**config.mk**
```make
export PLATFORM = sky130hd
export DESIGN_NAME = atten_ctrl
export DESIGN_NICKNAME = d
export VERILOG_FILES = /design/src/rtl/atten_ctrl_pkg.sv /design/src/rtl/atten_sync.sv /design/src/rtl/atten_ctrl_seq.sv /design/src/rtl/atten_ctrl_dp.sv /design/src/rtl/atten_ctrl.sv
export SDC_FILE = /design/constraint.sdc
export NUM_CORES = 1
export LEC_CHECK = 0
export BUFFER_PORTS_ARGS = -buffer_cell sky130_fd_sc_hd__buf_2
export CORE_UTILIZATION = 40
export DETAILED_ROUTE_END_ITERATION = 6
export GPL_ROUTABILITY_DRIVEN = 1
export GPL_TIMING_DRIVEN = 0
export SLEW_MARGIN = 30
export SYNTH_ARGS = -nofsm -noshare
export SYNTH_HDL_FRONTEND = slang
export SYNTH_SLANG_ARGS = --single-unit
```
**constraint.sdc**
```tcl
create_clock -name clk -period 3.2 [get_ports clk]
set_input_delay 0.64 -clock clk [delete_from_list [all_inputs] [get_ports clk]]
set_output_delay 0.64 -clock clk [all_outputs]
set_load 0.03 [all_outputs]
```
**src/rtl/atten_ctrl_pkg.sv**
```systemverilog
package atten_ctrl_pkg;

  localparam int ATTEN_W = 6;

  typedef logic [ATTEN_W-1:0] attenCode_t;

  typedef struct packed {
    logic shiftEn;
    logic latchLoad;
    logic selSerial;
  } attenStrobe_t;

  localparam attenCode_t PRESET_ZERO = '0;
  localparam attenCode_t PRESET_MID  = attenCode_t'(1) << (ATTEN_W - 2);
  localparam attenCode_t PRESET_HIGH = attenCode_t'(1) << (ATTEN_W - 1);
  localparam attenCode_t PRESET_MAX  = {{(ATTEN_W-1){1'b1}}, 1'b0};

  function automatic attenCode_t presetCode(input logic [1:0] sel);
    case (sel)
      2'b01:   presetCode = PRESET_MID;
      2'b10:   presetCode = PRESET_HIGH;
      2'b11:   presetCode = PRESET_MAX;
      default: presetCode = PRESET_ZERO;
    endcase
  endfunction

  function automatic attenCode_t startCode(input logic serialMode,
                                           input logic leLevel,
                                           input logic [1:0] sel,
                                           input attenCode_t par);
    if (!serialMode && !leLevel) startCode = presetCode(sel);
    else                         startCode = par;
  endfunction

endpackage

```
**src/rtl/atten_sync.sv**
```systemverilog
module atten_sync #(
  parameter int WIDTH  = 4,
  parameter int STAGES = 2
) (
  input  logic             clk,
  input  logic             rst,
  input  logic [WIDTH-1:0] din,
  output logic [WIDTH-1:0] dout
);

  logic [WIDTH-1:0] stageQ [STAGES];

  always_ff @(posedge clk) begin
    if (rst) begin
      for (int i = 0; i < STAGES; i++) stageQ[i] <= din;
    end else begin
      stageQ[0] <= din;
      for (int i = 1; i < STAGES; i++) stageQ[i] <= stageQ[i-1];
    end
  end

  assign dout = stageQ[STAGES-1];

endmodule

```
**src/rtl/atten_ctrl_seq.sv**
```systemverilog
module atten_ctrl_seq
  import atten_ctrl_pkg::*;
(
  input  logic         clk,
  input  logic         rst,
  input  logic         serClkRaw,
  input  logic         syncSerSel,
  input  logic         syncSerClk,
  input  logic         syncLatchEn,
  output attenStrobe_t ctl
);

  logic serClkPrev;

  always_ff @(posedge clk) begin
    if (rst) serClkPrev <= serClkRaw;
    else     serClkPrev <= syncSerClk;
  end

  always_comb begin
    ctl.shiftEn   = syncSerClk & ~serClkPrev;
    ctl.latchLoad = syncLatchEn;
    ctl.selSerial = syncSerSel;
  end

  // one shift per rising edge of the serial clock, never two in a row
  assert_one_shift_R2: assert property (@(posedge clk) disable iff (rst)
    ctl.shiftEn |=> !ctl.shiftEn);

endmodule

```
**src/rtl/atten_ctrl_dp.sv**
```systemverilog
module atten_ctrl_dp
  import atten_ctrl_pkg::*;
(
  input  logic         clk,
  input  logic         rst,
  input  attenStrobe_t ctl,
  input  logic         serBit,
  input  attenCode_t   parIn,
  input  attenCode_t   initCode,
  output attenCode_t   attenCode
);

  attenCode_t shiftQ;
  attenCode_t latchQ;
  attenCode_t latchSrc;

  assign latchSrc = ctl.selSerial ? shiftQ : parIn;

  always_ff @(posedge clk) begin
    if (rst) begin
      shiftQ <= initCode;
      latchQ <= initCode;
    end else begin
      if (ctl.shiftEn) shiftQ <= {shiftQ[ATTEN_W-2:0], serBit};
      if (ctl.latchLoad) latchQ <= latchSrc;
    end
  end

  assign attenCode = latchQ;

  assert_shift_R2: assert property (@(posedge clk) disable iff (rst)
    ctl.shiftEn |=> (shiftQ == {$past(shiftQ[ATTEN_W-2:0]), $past(serBit)}));

  assert_shift_idle_R3: assert property (@(posedge clk) disable iff (rst)
    !ctl.shiftEn |=> $stable(shiftQ));

  assert_hold_R4: assert property (@(posedge clk) disable iff (rst)
    !ctl.latchLoad |=> $stable(attenCode));

  assert_parallel_follow_R5: assert property (@(posedge clk) disable iff (rst)
    (ctl.latchLoad && !ctl.selSerial) |=> (attenCode == $past(parIn)));

  assert_serial_source_R1: assert property (@(posedge clk) disable iff (rst)
    (ctl.latchLoad && ctl.selSerial) |=> (attenCode == $past(shiftQ)));

endmodule

```
**src/rtl/atten_ctrl.sv**
```systemverilog
module atten_ctrl
  import atten_ctrl_pkg::*;
#(
  parameter int SYNC_STAGES = 2
) (
  input  logic               clk,
  input  logic               rst,
  input  logic               serSel,
  input  logic               serData,
  input  logic               serClk,
  input  logic               latchEn,
  input  logic [ATTEN_W-1:0] parCode,
  input  logic [1:0]         presetSel,
  output logic [ATTEN_W-1:0] attenCode
);

  localparam int BUS_W = ATTEN_W + 4;

  logic [BUS_W-1:0] rawBus;
  logic [BUS_W-1:0] syncBus;
  attenStrobe_t     ctl;
  attenCode_t       initCode;

  assign rawBus   = {serSel, serData, serClk, latchEn, parCode};
  assign initCode = startCode(serSel, latchEn, presetSel, parCode);

  atten_sync #(.WIDTH(BUS_W), .STAGES(SYNC_STAGES)) u_sync (
    .clk  (clk),
    .rst  (rst),
    .din  (rawBus),
    .dout (syncBus)
  );

  atten_ctrl_seq u_seq (
    .clk         (clk),
    .rst         (rst),
    .serClkRaw   (serClk),
    .syncSerSel  (syncBus[ATTEN_W+3]),
    .syncSerClk  (syncBus[ATTEN_W+1]),
    .syncLatchEn (syncBus[ATTEN_W]),
    .ctl         (ctl)
  );

  atten_ctrl_dp u_dp (
    .clk       (clk),
    .rst       (rst),
    .ctl       (ctl),
    .serBit    (syncBus[ATTEN_W+2]),
    .parIn     (syncBus[ATTEN_W-1:0]),
    .initCode  (initCode),
    .attenCode (attenCode)
  );

endmodule

```
==> results of run 1 <==
## final cells by class
| type | count | area [µm²] |
|---|---|---|
| Timing Repair Buffer | 18 | 90.1 |
| Multi-Input combinational cell | 44 | 403 |
| Buffer | 6 | 38.8 |
| Sequential cell | 33 | 781 |
| Clock buffer | 6 | 41.3 |
| Fill cell | 272 | 1410 |
| Tap cell | 31 | 38.8 |
| Clock inverter | 2 | 33.8 |
| Inverter | 5 | 18.8 |
## synth_stat cells
library cell / n
sky130_fd_sc_hd__buf_2: 4
sky130_fd_sc_hd__buf_4: 1
sky130_fd_sc_hd__buf_6: 1
sky130_fd_sc_hd__dfxtp_1: 21
sky130_fd_sc_hd__edfxtp_1: 12
sky130_fd_sc_hd__inv_1: 5
sky130_fd_sc_hd__mux2_1: 1
sky130_fd_sc_hd__mux2_2: 13
sky130_fd_sc_hd__mux2i_1: 1
sky130_fd_sc_hd__nand2_1: 1
sky130_fd_sc_hd__nand3_2: 3
sky130_fd_sc_hd__nand4bb_4: 1
sky130_fd_sc_hd__o211ai_1: 1
sky130_fd_sc_hd__o21a_1: 10
sky130_fd_sc_hd__o21ai_0: 7
sky130_fd_sc_hd__o21ai_1: 2
sky130_fd_sc_hd__o21bai_1: 1
sky130_fd_sc_hd__o311ai_2: 2
sky130_fd_sc_hd__or2_2: 1
## flip-flops by register name (all words and copies together) (netlist names)
name              flops
u_sync.stageQ        20
u_dp.shiftQ           6
u_seq.serClkPrev      1
u_dp.attenCode        6
## layer usage
layer	wire (µm)	vias up	part of all wire [%]	GRT usage, %
li1	-	367	-	-
met5	0	-	0	0
met2	874	21	45	20.8
met3	104	8	5.3	5.13
met4	61	0	3.1	10.2
met1	912	323	47	16.5
## metrics by stage
step	cell area, µm²	worst slack [ns]	util (%)	hold WS, ns	power [mW]
final	1450	1.68	50.7	0.422	0.887
after global routing	1450	1.63	50.7	0.399	0.929
after CTS	1450	1.66	50.7	0.406	0.898
after detailed placement	1370	1.51	48.0	0.417	0.604
after global placement	1370	1.50	48.0	0.417	0.602
after floorplan	1240	1.67	-	0.410	0.570
## worst paths after layout
check,start,endpoint,slack [ns]
min reg2reg,u_sync.stageQ[0][8]$_DFF_P_,u_sync.stageQ[0][18]$_DFF_P_,0.44
max,u_dp.attenCode[4]$_DFFE_PP_,attenCode[4],1.68
max reg2reg,u_sync.stageQ[0][19]$_DFF_P_,u_dp.attenCode[5]$_DFFE_PP_,1.94
min,serData,u_sync.stageQ[0][8]$_DFF_P_,0.42
## placed cells by master, fill, tap and decap left out, types with 2 or more instances in the layout
| master | netlist | final |
|---|---|---|
| sky130_fd_sc_hd__o21ai_0 | 7 | 7 |
| sky130_fd_sc_hd__edfxtp_1 | 12 | 12 |
| sky130_fd_sc_hd__o311ai_2 | 2 | 2 |
| sky130_fd_sc_hd__mux2_2 | 13 | 13 |
| sky130_fd_sc_hd__o21ai_1 | 2 | 2 |
| sky130_fd_sc_hd__clkbuf_4 | 0 | 5 |
| sky130_fd_sc_hd__dfxtp_1 | 21 | 21 |
| sky130_fd_sc_hd__inv_1 | 5 | 5 |
| sky130_fd_sc_hd__o21a_1 | 10 | 10 |
| sky130_fd_sc_hd__buf_2 | 4 | 22 |
| sky130_fd_sc_hd__nand3_2 | 3 | 3 |
## power by group through the flow
stage	Clock, mW	Sequential, mW	Combinational (mW)
floorplan	0	0.512	0.0581
global placement	0	0.494	0.107
detailed placement	0	0.495	0.109
CTS	0.303	0.485	0.110
global route	0.322	0.489	0.119
finish	0.294	0.485	0.109
## kinds of logic (layout without fill, tap and decap cells)
logic type / count (synthesis) / count (layout)
compound gates: 23 / 23
buf+inv: 11 / 37
flops: 33 / 33
mux: 15 / 15
simple gates: 6 / 6
==> qor.log, run 1 <==
qor: status.status finished, violations left
qor: status.violated_checks design-rule violations
qor: finish.finalNetCount 127
qor: drt.detail_route.iter0.violations 15
qor: global_route.groute.usage.overall 13.9%
qor: cts.clk_latency 0.33 ns
qor: yosys.synth_xor_xnor_area_share 0%
qor: cts.clock_sink_count 33
qor: global_route.grt_start_max_net_pins 12
qor: cts.clk_path_buf_depth 2
qor: yosys.synth_top_cell_area_share 33.9%
qor: cts.cts_hold_buffers 0
qor: worst_setup_path.critical_path.max_fanout 1
qor: worst_setup_path.required_arrival_time_at_the_worst_endpoint 2.56 ns
qor: pwr.power.combinational.fraction 12.2%
qor: timing.final.setup.tns 0 ns
qor: global_route.grt_pass1_vias 720
qor: yosys.synth_sequential_area_ratio 62.9%
qor: drt.postRouteAntennaNets 0
qor: floorplanning.core 0.00285 mm²
qor: pwr.powerDensity 614 mW/mm²
qor: worst_setup_path.worst_r2r_path_depth 3
qor: finish.diodes 0
qor: pwr.vdd.ir_drop.worst 345 µV
qor: drt.number_of_vias_after_detailed_routing 719
qor: placement.placed_cells_incl_taps 137
qor: yosys.synth_fp_nets 102
qor: worst_setup_path.crit_path_cell_trace buf_2
qor: pwr.sw_frac_of_total 22.7%
qor: yosys.ys_warn_count 0
qor: floorplanning.num_rows 19
qor: yosys.yosys-top-cells-area sky130_fd_sc_hd__dfxtp_1 34%, sky130_fd_sc_hd__edfxtp_1 29%, sky130_fd_sc_hd__mux2_2 12%, sky130_fd_sc_hd__o21a_1 6.0%, sky130_fd_sc_hd__o21ai_0 2.8%
qor: pwr.reported_net_switching_power 202 µW
qor: yosys.postSynthRegisterBits 33
qor: floorplanning.chipHeight 57.7 µm
qor: placement.place.gp.congestion 0.762
qor: global_route.grt_antenna_before_repair 0
qor: worst_setup_path.crit_start_category flop
qor: job.cap_violations 0
qor: cts.post_cts.resized_instances 0
qor: hold_path.hold_path_depth 1
qor: floorplanning.die_area 0.00333 mm²
qor: floorplanning.num_io_pins 20
qor: drt.avgRoutedWirePerCell 13.5 µm
qor: pwr.p_leak 0.585 nW
qor: finish.layout.cells.non_filler 145
qor: timing.final_period_minus_worst_setup_slack 1.52 ns
qor: worst_setup_path.cp_top_family flip-flops
qor: cts.cts-buffers-inserted 5
qor: timing.report.final.slew_viol_count 0
qor: worst_setup_path.crit_path_max_incr_delay 0.37 ns
qor: placement.portBuffers 18
qor: drt.wl 1.95 mm
qor: cts.clk_transition_reported_paths 0.10 ns
qor: finish.area.growth.synth_to_final 16.4%
qor: timing.finalSetupViolations 0
qor: worst_setup_path.crit_path_top_delay_cell sky130_fd_sc_hd__edfxtp_1
qor: yosys.synthSimpleGateAreaFrac 5.44%
qor: yosys.synth_compound_gate_area_share 13.5%
qor: drt.drtPass1Iterations 7
qor: timing.timing.clock.skew 0.0108 ns
qor: pwr.power.share.sequential 54.6%
qor: placement.dp_hpwl 1.40 mm
qor: yosys.synth-adder-area-share 0%
qor: yosys.synth_area_per_cell 14.1 µm²
qor: global_route.grt.overflow.total 0
qor: drt.route.detailed.drc 1
qor: floorplanning.die-width 57.7 µm
qor: floorplanning.initial_core_util 43.5%
qor: global_route.grt_pass1_wl 3.21 mm
qor: yosys.postSynthCellCount 88
qor: pwr.internal_power 686 µW
qor: pwr.share_clk_of_total_power 33.1%
qor: yosys.syn-cell-area 0.00124 mm²
qor: timing.rsz0062_at_grt false
qor: drt.avgViaCountPerCell 4.96
qor: timing.final-hold-violation-count 0
qor: timing.portion_of_the_clock_cycle_consumed_by_the_worst_path_in_the_final_layout 47.6%
qor: cts.htree_levels 2
qor: timing.max_slew_headroom_at_the_worst_pin 63.1%
qor: yosys.synth_largest_area_cell sky130_fd_sc_hd__dfxtp_1
qor: hold_path.holdCritPathClass in2reg
qor: yosys.multiplexer_share_of_the_synthesized_area 13.5%
qor: cts.clk_root_buf sky130_fd_sc_hd__clkbuf_4
qor: worst_setup_path.critical_path_class reg2out
qor: worst_setup_path.cp.arrival 0.88 ns
qor: cts.tritoncts yes
qor: worst_setup_path.crit_path_end_kind primary output
qor: cts.number_of_buffers_inserted_to_repair_setup_after_cts 0
qor: worst_setup_path.worst-path-buf-inv 1
qor: yosys.synth.lib_cells_used.distinct 19
qor: timing.max_freq 0.657 GHz
qor: yosys.synth_top_family_by_area multiplexers
qor: timing.tightestPinTransition 0.553 ns
qor: finish.fraction_of_layout_cells_with_a_size_suffix_above_1 43.9%
qor: worst_setup_path.critical_path_cell_count 1
No activity file was read; power rests on OpenSTA's default activity.
==> run 2, diff against run 1 <==
Settings changed: ABC_AREA from default to 1.
Clock period 3.2 ns to 1.4 ns, I/O delays scaled along.
==> run 2 against run 1 <==
Compared with the run above: critical path depth unchanged; total power rose by 110%; count of clock-buffer cells in the layout grew 2; register-to-register slack worse by 1.7 ns; largest power group unchanged; sequential cell count unchanged; the run now ends clean; global-route usage up 1.4 points; worst hold slack got worse by 0.36 ns; clock skew fell by 0.0046 ns.
==> qor.log, run 2 <==
qor: floorplanning.die-width 58.4 µm [was 57.7 µm]
qor: yosys.postSynth.topFlopCell sky130_fd_sc_hd__dfxtp_1 [unchanged]
qor: floorplanning.core 0.00303 mm² [was 0.00285 mm²]
qor: global_route.grt_start_max_net_pins 11 [was 12]
qor: cts.clk_transition_reported_paths 0.09 ns [was 0.10 ns]
qor: finish.fin_area 0.00147 mm² [was 0.00145 mm²]
qor: timing.final-hold-violation-count 0 [unchanged]
qor: worst_setup_path.cp.arrival 0.87 ns [was 0.88 ns]
qor: cts.clk_latency 0.32 ns [was 0.33 ns]
qor: floorplanning.die_area 0.00341 mm² [was 0.00333 mm²]
qor: worst_setup_path.required_arrival_time_at_the_worst_endpoint 1.12 ns [was 2.56 ns]
qor: pwr.design_power_total 1.86 mW [was 887 µW]
qor: yosys.synth.cells.most_frequent 44 x sky130_fd_sc_hd__nand2_1, 21 x sky130_fd_sc_hd__dfxtp_1, 14 x sky130_fd_sc_hd__inv_1, 14 x sky130_fd_sc_hd__nand3_1, 12 x sky130_fd_sc_hd__edfxtp_1 [was 21 x sky130_fd_sc_hd__dfxtp_1, 13 x sky130_fd_sc_hd__mux2_2, 12 x sky130_fd_sc_hd__edfxtp_1, 10 x sky130_fd_sc_hd__o21a_1, 7 x sky130_fd_sc_hd__o21ai_0]
qor: placement.place.gp.congestion 0.735 [was 0.762]
qor: drt.postRouteAntennaNets 0 [unchanged]
qor: pwr.power.combinational.fraction 13.6% [was 12.2%]
qor: yosys.syn-cell-area 0.00127 mm² [was 0.00124 mm²]
qor: cts.number_of_buffers_inserted_to_repair_setup_after_cts 0 [unchanged]
qor: yosys.synth_largest_area_cell sky130_fd_sc_hd__dfxtp_1 [unchanged]
qor: pwr.sw_frac_of_total 25.7% [was 22.7%]
qor: yosys.synth_top_cell_area_share 33.1% [was 33.9%]
qor: pwr.share_clk_of_total_power 26.3% [was 33.1%]
qor: yosys.synth.lib_cells_used.distinct 15 [was 19]
qor: placement.pre_cts_ws 0.0325 ns [was 1.51 ns]
qor: finish.layout.cells.most_common_list 44 x sky130_fd_sc_hd__nand2_1, 21 x sky130_fd_sc_hd__dfxtp_1, 18 x sky130_fd_sc_hd__buf_2, 14 x sky130_fd_sc_hd__inv_1, 14 x sky130_fd_sc_hd__nand3_1 [was 22 x sky130_fd_sc_hd__buf_2, 21 x sky130_fd_sc_hd__dfxtp_1, 13 x sky130_fd_sc_hd__mux2_2, 12 x sky130_fd_sc_hd__edfxtp_1, 10 x sky130_fd_sc_hd__o21a_1]
qor: finish.finalNetCount 172 [was 127]
qor: placement.dp_hpwl 1.57 mm [was 1.40 mm]
qor: timing.max_freq 0.866 GHz
qor: timing.portion_of_the_clock_cycle_consumed_by_the_worst_path_in_the_final_layout 82.5%
qor: cts.tritoncts yes [unchanged]
qor: yosys.postSynthRegisterBits 33 [unchanged]
qor: finish.largest_register_ff_count 20 [unchanged]
qor: timing.report.final.slew_viol_count 0 [unchanged]
qor: worst_setup_path.critical_path_class reg2out [unchanged]
qor: timing.final_period_minus_worst_setup_slack 1.15 ns
qor: cts.htree_levels 2 [unchanged]
qor: global_route.grt_pass1_vias 864 [was 720]
qor: yosys.most_instantiated_library_cell_after_synthesis sky130_fd_sc_hd__nand2_1 [was sky130_fd_sc_hd__dfxtp_1]
qor: pwr.internal_power 1.38 mW [was 686 µW]
qor: worst_setup_path.crit_path_max_incr_delay 0.37 ns [about the same]
qor: drt.number_of_vias_after_detailed_routing 908 [was 719]
qor: hold_path.holdCritPathClass in2reg [unchanged]
qor: timing.finalSetupViolations 0 [unchanged]
qor: hold_path.timing.hold.worst.start parCode[5] [was serData]
qor: floorplanning.chipHeight 58.4 µm [was 57.7 µm]
qor: worst_setup_path.critical_path.max_fanout 1 [unchanged]
qor: drt.route.detailed.drc 0 [was 1]
qor: status.status finished clean [was finished, violations left]
qor: timing.rsz0062_at_grt false [unchanged]
qor: cts.clock_sink_count 33 [unchanged]
qor: worst_setup_path.timing.rr.start u_sync.stageQ[0][17]$_DFF_P_ [was u_sync.stageQ[0][19]$_DFF_P_]
qor: yosys.synth_fp_nets 147 [was 102]
qor: drt.detail_route.iter0.violations 17 [was 15]
qor: cts.cts_hold_buffers 0 [unchanged]
qor: finish.layout_commonest_cell sky130_fd_sc_hd__nand2_1 [was sky130_fd_sc_hd__buf_2]
qor: pwr.power.share.sequential 60.1% [was 54.6%]
qor: pwr.vdd.ir_drop.worst 670 µV [was 345 µV]
qor: timing.final.setup.tns 0 ns [unchanged]
qor: cts.cts-buffers-inserted 5 [unchanged]
qor: finish.fraction_of_layout_cells_with_a_size_suffix_above_1 25.2% [was 43.9%]
qor: global_route.groute.usage.overall 15.3% [was 13.9%]
qor: worst_setup_path.crit_path_cell_trace buf_2 [unchanged]
qor: finish.largest_register u_sync.stageQ [unchanged]
qor: yosys.synth_sequential_area_ratio 61.4% [was 62.9%]
qor: timing.max_slew_headroom_at_the_worst_pin 64.9% [was 63.1%]
qor: yosys.yosys-top-cells-area sky130_fd_sc_hd__dfxtp_1 33%, sky130_fd_sc_hd__edfxtp_1 28%, sky130_fd_sc_hd__nand2_1 13%, sky130_fd_sc_hd__nand3_1 5.5%, sky130_fd_sc_hd__inv_1 4.1% [was sky130_fd_sc_hd__dfxtp_1 34%, sky130_fd_sc_hd__edfxtp_1 29%, sky130_fd_sc_hd__mux2_2 12%, sky130_fd_sc_hd__o21a_1 6.0%, sky130_fd_sc_hd__o21ai_0 2.8%]
qor: global_route.grt_pass1_wl 3.66 mm [was 3.21 mm]
qor: pwr.powerDensity 1270 mW/mm² [was 614 mW/mm²]
qor: global_route.grt_antenna_before_repair 0 [unchanged]
qor: cts.clk_root_buf sky130_fd_sc_hd__clkbuf_4 [unchanged]
qor: drt.avgViaCountPerCell 4.47 [was 4.96]
qor: finish.area_of_the_multi_input_gates 369 µm² [was 403 µm²]
qor: drt.avgRoutedWirePerCell 10.6 µm [was 13.5 µm]
qor: finish.area.growth.synth_to_final 15.3% [was 16.4%]
qor: worst_setup_path.cp-startpoint u_dp.attenCode[3]$_DFFE_PP_ [was u_dp.attenCode[4]$_DFFE_PP_]
qor: finish.diodes 0 [unchanged]
qor: yosys.synth_enable_flop_cells 12 [unchanged]
qor: worst_setup_path.cp_top_family flip-flops [unchanged]
qor: timing.finalWorstSetupSlack 0.245 ns [was 1.68 ns]
qor: floorplanning.num_io_pins 20 [unchanged]
qor: timing.timing.clock.skew 0.00621 ns [was 0.0108 ns]
qor: floorplanning.num_rows 20 [was 19]
qor: placement.placed_cell_area 0.00142 mm² [was 0.00137 mm²]
qor: drt.wl 2.15 mm [was 1.95 mm]
qor: yosys.postSynth.asyncResetShare 0% [unchanged]
qor: global_route.grt.overflow.total 0 [unchanged]
qor: worst_setup_path.crit_path_end_kind primary output [unchanged]
qor: placement.portBuffers 18 [unchanged]
qor: finish.n_fill_cell 308 [was 272]
qor: finish.seq_area 781 µm² [unchanged]
qor: pwr.p_leak 0.717 nW [was 0.585 nW]
qor: worst_setup_path.worst-path-buf-inv 1 [unchanged]
qor: timing.tightestPinTransition 0.523 ns [was 0.553 ns]
qor: job.cap_violations 0 [unchanged]
qor: worst_setup_path.crit_start_category flop [unchanged]
qor: worst_setup_path.crit_path_top_delay_cell sky130_fd_sc_hd__edfxtp_1 [unchanged]
qor: drt.drtPass1Iterations 4 [was 7]
qor: floorplanning.initial_core_util 42.0% [was 43.5%]
qor: cts.clk_path_buf_depth 2 [unchanged]
qor: yosys.ys_warn_count 0 [unchanged]
qor: pwr.reported_net_switching_power 478 µW [was 202 µW]
qor: yosys.synth_area_per_cell 9.56 µm² [was 14.1 µm²]
qor: yosys.postSynthCellCount 133 [was 88]
-- run 2: changes by cell type after synthesis, moves of 2 or more --
cell,previous run,this run
sky130_fd_sc_hd__nor2_1,0,8
sky130_fd_sc_hd__o311ai_2,2,0
sky130_fd_sc_hd__o21ai_0,7,3
sky130_fd_sc_hd__nand2_1,1,44
sky130_fd_sc_hd__o21ai_1,2,0
sky130_fd_sc_hd__nand2_2,0,3
sky130_fd_sc_hd__inv_1,5,14
sky130_fd_sc_hd__mux2_2,13,0
sky130_fd_sc_hd__buf_6,1,3
sky130_fd_sc_hd__buf_2,4,0
sky130_fd_sc_hd__o21a_1,10,0
sky130_fd_sc_hd__o21ai_2,0,5
sky130_fd_sc_hd__nand3_1,0,14
-- run 2: routing by layer --
metal	track usage [%]	wire length, µm
met1	16.8	928
met2	26.1	1060
met3	4.62	112
met4	9.18	44
met5	0	0
-- run 2: power by group through the flow --
stage | Sequential (mW) | Combinational (mW) | Clock [mW]
3_5_place_dp | 1.14 | 0.255 | 0
6_report | 1.12 | 0.253 | 0.488
5_1_grt | 1.13 | 0.284 | 0.533
3_3_place_gp | 1.14 | 0.249 | 0
4_1_cts | 1.12 | 0.256 | 0.503
2_1_floorplan | 1.18 | 0.138 | 0
-- run 2: repair_timing --
action / 4_1_cts / 5_1_grt
resized for setup: 0 / 1
endpoints found under the setup margin: 0 / 6
hold endpoints to repair: 0 / 0
-- run 2: cell type report --
cell class / instances / share of cell area, %
flip-flops and latches: 33 / 53.3
multi-input cells: 80 / 25.2
repair buffers: 18 / 6.15
inverters: 16 / 4.61
well taps: 44 / 3.76
plain buffers: 4 / 3.67
clock buffers: 8 / 3.33
-- run 2: metrics by stage --
| stage | hold WS [ns] | instances | util, % |
|---|---|---|---|
| final | 0.0618 | 203 | 48.4 |
| after global routing | 0.0470 | 203 | 48.4 |
| after CTS | 0.0515 | 203 | 48.4 |
| after detailed placement | 0.397 | 195 | 46.8 |
| after global placement | 0.396 | 195 | 46.8 |
| after floorplan | 0.308 | 133 | - |
-- run 2: final timing paths --
check,end,slack [ns],depth (start not counted)
max reg2reg,u_dp.shiftQ[1]$_DFFE_PP_,0.26,2
min reg2reg,u_sync.stageQ[0][10]$_DFF_P_,0.43,2
min,u_sync.stageQ[0][5]$_DFF_P_,0.06,1
max,attenCode[3],0.25,1
-- run 2: cell families (layout without fill, tap and decap cells) --
group,Yosys count,after routing,share of synthesized area [%]
DFF,33,33,61.4
and+or+nand+nor,72,72,24.4
AOI/OAI and AO/OA,8,8,4.63
buffers and inverters,20,46,9.55
